`config.mk`:
```
export PLATFORM = sky130hd
export DESIGN_NAME = alu_ovf
export DESIGN_NICKNAME = d
export VERILOG_FILES = /design/src/rtl/alu_ovf.sv
export SDC_FILE = /design/constraint.sdc
export NUM_CORES = 1
export LEC_CHECK = 0
export BUFFER_PORTS_ARGS = -buffer_cell sky130_fd_sc_hd__buf_2
export CORE_UTILIZATION = 59
export DETAILED_ROUTE_END_ITERATION = 7
export PLACE_DENSITY_LB_ADDON = 0.25
export SYNTH_ARGS = -nofsm -noshare
export SYNTH_HDL_FRONTEND = slang
export SYNTH_SLANG_ARGS = --single-unit
```
`constraint.sdc`:
```
create_clock -name vclk -period 6.6
set_input_delay 1.32 -clock vclk [all_inputs]
set_output_delay 1.32 -clock vclk [all_outputs]
set_load 0.01 [all_outputs]
```
`src/rtl/alu_ovf.sv`:
```
module alu_ovf #(
  parameter int N = 8
) (
  input  logic [N-1:0] a,
  input  logic [N-1:0] b,
  input  logic [2:0]   op,
  output logic [N-1:0] result,
  output logic         cout,
  output logic         ovf
);
  localparam logic [2:0] OP_AND  = 3'b000;
  localparam logic [2:0] OP_OR   = 3'b001;
  localparam logic [2:0] OP_ADDS = 3'b010;
  localparam logic [2:0] OP_SUBS = 3'b011;
  localparam logic [2:0] OP_SLT  = 3'b100;
  localparam logic [2:0] OP_NOTA = 3'b101;
  localparam logic [2:0] OP_ADDU = 3'b110;
  localparam logic [2:0] OP_SUBU = 3'b111;
  localparam int MSB = N - 1;

  logic         invert_b;
  logic [N-1:0] b_eff;
  logic [N:0]   sum;
  logic [N-1:0] r;
  logic         sovf;

  assign invert_b = (op[1] & op[0]) | (op == OP_SLT);
  assign b_eff    = invert_b ? ~b : b;
  assign sum      = {1'b0, a} + {1'b0, b_eff} + {{N{1'b0}}, invert_b};
  assign r        = sum[N-1:0];
  assign cout     = sum[N];
  assign sovf     = (a[MSB] & b_eff[MSB] & ~r[MSB]) | (~a[MSB] & ~b_eff[MSB] & r[MSB]);

  always_comb begin
    result = r;
    ovf    = 1'b0;
    case (op)
      OP_AND:  result = a & b;
      OP_OR:   result = a | b;
      OP_NOTA: result = ~a;
      OP_SLT:  result = {{(N-1){1'b0}}, r[MSB] ^ sovf};
      OP_ADDS, OP_SUBS: ovf = sovf;
      OP_ADDU, OP_SUBU: ovf = cout;
      default: ;
    endcase
  end
endmodule

```
==> summary.txt <==
Via Count = 1,029
mapped cell area = 876 sq um
post-synthesis instance total = 128
initial antenna violation count = 0
synth top area cells = ha_1 14%, a21oi_1 7.4%, o21ai_0 7.4%, xor2_1 7.0%, nor2_1 3.9%
maxcap violations = 0
std cell rows = 13
Tmin final = 5.38 ns
GP Congestion = 0.899
Area growth, synth to finish = 14.9%
CP Capture Type = output pin
area leader, netlist = ha_1
relative slew slack = 74.2%
core area = 1330 sq um
Hold Crit Class = in2out
Gates resized, CTS repair = 0
Yosys cell types = 38
diode count = 0
origin of the worst min-delay path = a[2]
Total Wirelength = 2.04 mm
fmax = 0.186 GHz
die height = 40.5 um
Post-DRT Antenna Nets = 0
final net count = 184
GRT Residual Overflow = 0
Post-synth top cells = 13 x a21oi_1, 13 x o21ai_0, 10 x ha_1
Max VDD drop = 0.0000631 V
Hold EP = result[2]
sequential-to-total area share from yosys stat = 0%
GRT Total Usage = 25.5%
Die Area = 1640 sq um
Final Max Tran Viols = 0
initial core utilization = 65.7%
Synth top area share = 14.3%
LEAKAGE = 0.000500 uW
Slowest-stage cell, CP = or3b_4
drt drc = 0
largest net degree at the start of global routing = 20
Tcrit/Tclk final = 81.5%
number of global-route vias before repair = 724
biggest cell delay along the critical path = 0.46 ns
RSZ-0062 raised after global routing = no
Startpoint Class = input port
setup violators final = 0
hold_buf cts = 0
CLK BUF = 0
status = finished, final reports clean
Seq. cell area = 0 sq um
Worst Path Required = 5.28 ns
worst-path cell chain = buf_2 > or3b_4 > nand2_2 > xor2_1 > inv_1 > fa_1 > nor2b_1 > o21ai_0 > a211oi_1 > o41ai_1 > a211oi_1 > buf_2
routed wire length per instance = 12.2 um
minimum hold slack = 3.11 ns
power per standard cell area = 121 nW/um^2
postcts setup bufs = 0
Seq cells = 0
Hold Fails Final Rpt = 0
chip width = 40.5 um
hold path cells = 4
vias per cell = 6.16
post-DP HPWL = 1.65 mm
Setup CP Type = in2out
syn avg cell area = 6.84 sq um
share of layout cells above drive strength 1 = 23.0%
crit path DAT = 4.06 ns
first-pass iteration count of the detailed router = 4
syn_nets = 158
PortBufs = 29
Crit Path Max Fanout = 19
final setup TNS = 0 ns
drt initial violations = 23
num ports = 29
worst slew pin tran = 0.378 ns
first-pass GRT wire length = 2.90 mm
synth warn = 0
[where the power goes]
group,internal (uW),total (uW),switching (uW)
combinational,54.6,122,67.3
clock,0,0,0
sequential,0,0,0
[placed cells by master, fill, tap and decap left out]
master and count:
o41ai_1 1, a31o_2 1, a211oi_1 4, nand3_1 1
a2111oi_2 1, nor2_1 9, or2_2 1, nor4_1 2
a22oi_1 1, o2111ai_1 1, nand3_4 1, a21oi_1 13
o211ai_1 1, xnor2_1 3, a2111oi_0 2, a21o_1 3
buf_2 29, xor2_1 7, o31ai_1 1, a22o_1 1
and3_1 5, or3b_4 1, a2111o_1 1, a31oi_1 1
fa_1 1, nand2_1 7, or3_1 3, o21a_1 2
o21ai_0 13, and2_1 3, inv_1 8, ha_1 10
nor2b_1 2, nand2b_1 3, nor3_1 5, mux2i_1 3
nand2_2 1
[stage by stage]
stage / total power [uW] / cell area [sq um] / utilization, % / instances / setup slack (ns)
floorplan: 89.1 / 876 / - / 128 / 1.68
global placement: 117 / 1010 / 75.4 / 167 / 1.36
detailed placement: 121 / 1010 / 75.4 / 167 / 1.24
CTS: 122 / 1010 / 75.4 / 167 / 1.24
global route: 137 / 1010 / 75.4 / 167 / 1.04
finish: 122 / 1010 / 75.4 / 167 / 1.22
[layout make-up]
class / instances / area (sq um)
fill: 123 / 328
inverter: 8 / 30.0
multi-input combinational: 115 / 812
tap: 15 / 18.8
timing repair buffer: 29 / 145
[cell families (layout without fill, tap and decap cells)]
family	Yosys count	after routing	share of synthesized area, %
adder cells (fa/ha/maj)	11	11	16.6
AO/OA/AOI/OAI	47	47	34.9
multiplexers	3	3	3.43
AND/OR/NAND/NOR	44	44	27.9
buffers and inverters	13	37	7.29
XOR/XNOR	10	10	10.0
[worst max-delay path by stage]
stage | depth (start not counted) | end | startpoint
final | 12 | ovf | op[2]
after floorplan | 11 | ovf | op[1]
after global routing | 12 | ovf | op[2]
after global placement | 12 | ovf | op[2]
after CTS | 12 | ovf | op[2]
after detailed placement | 12 | ovf | op[2]
[metal layers]
metal	vias to the layer above	global-route usage [%]	routed length (um)
met4	0	1.67	8
met5	-	0	0
met1	461	29.9	918
li1	534	-	-
met3	2	0.556	58
met2	32	51.6	1050
[worst max-delay path: cells and delay by family]
family,cells,cell delay [ns]
and+or+nand+nor,3,0.80
adders and majority gates,1,0.43
AOI/OAI and AO/OA,4,0.74
buffers and inverters,3,0.53
xor gates and xnor gates,1,0.23
(Power assumes the default switching activity.)
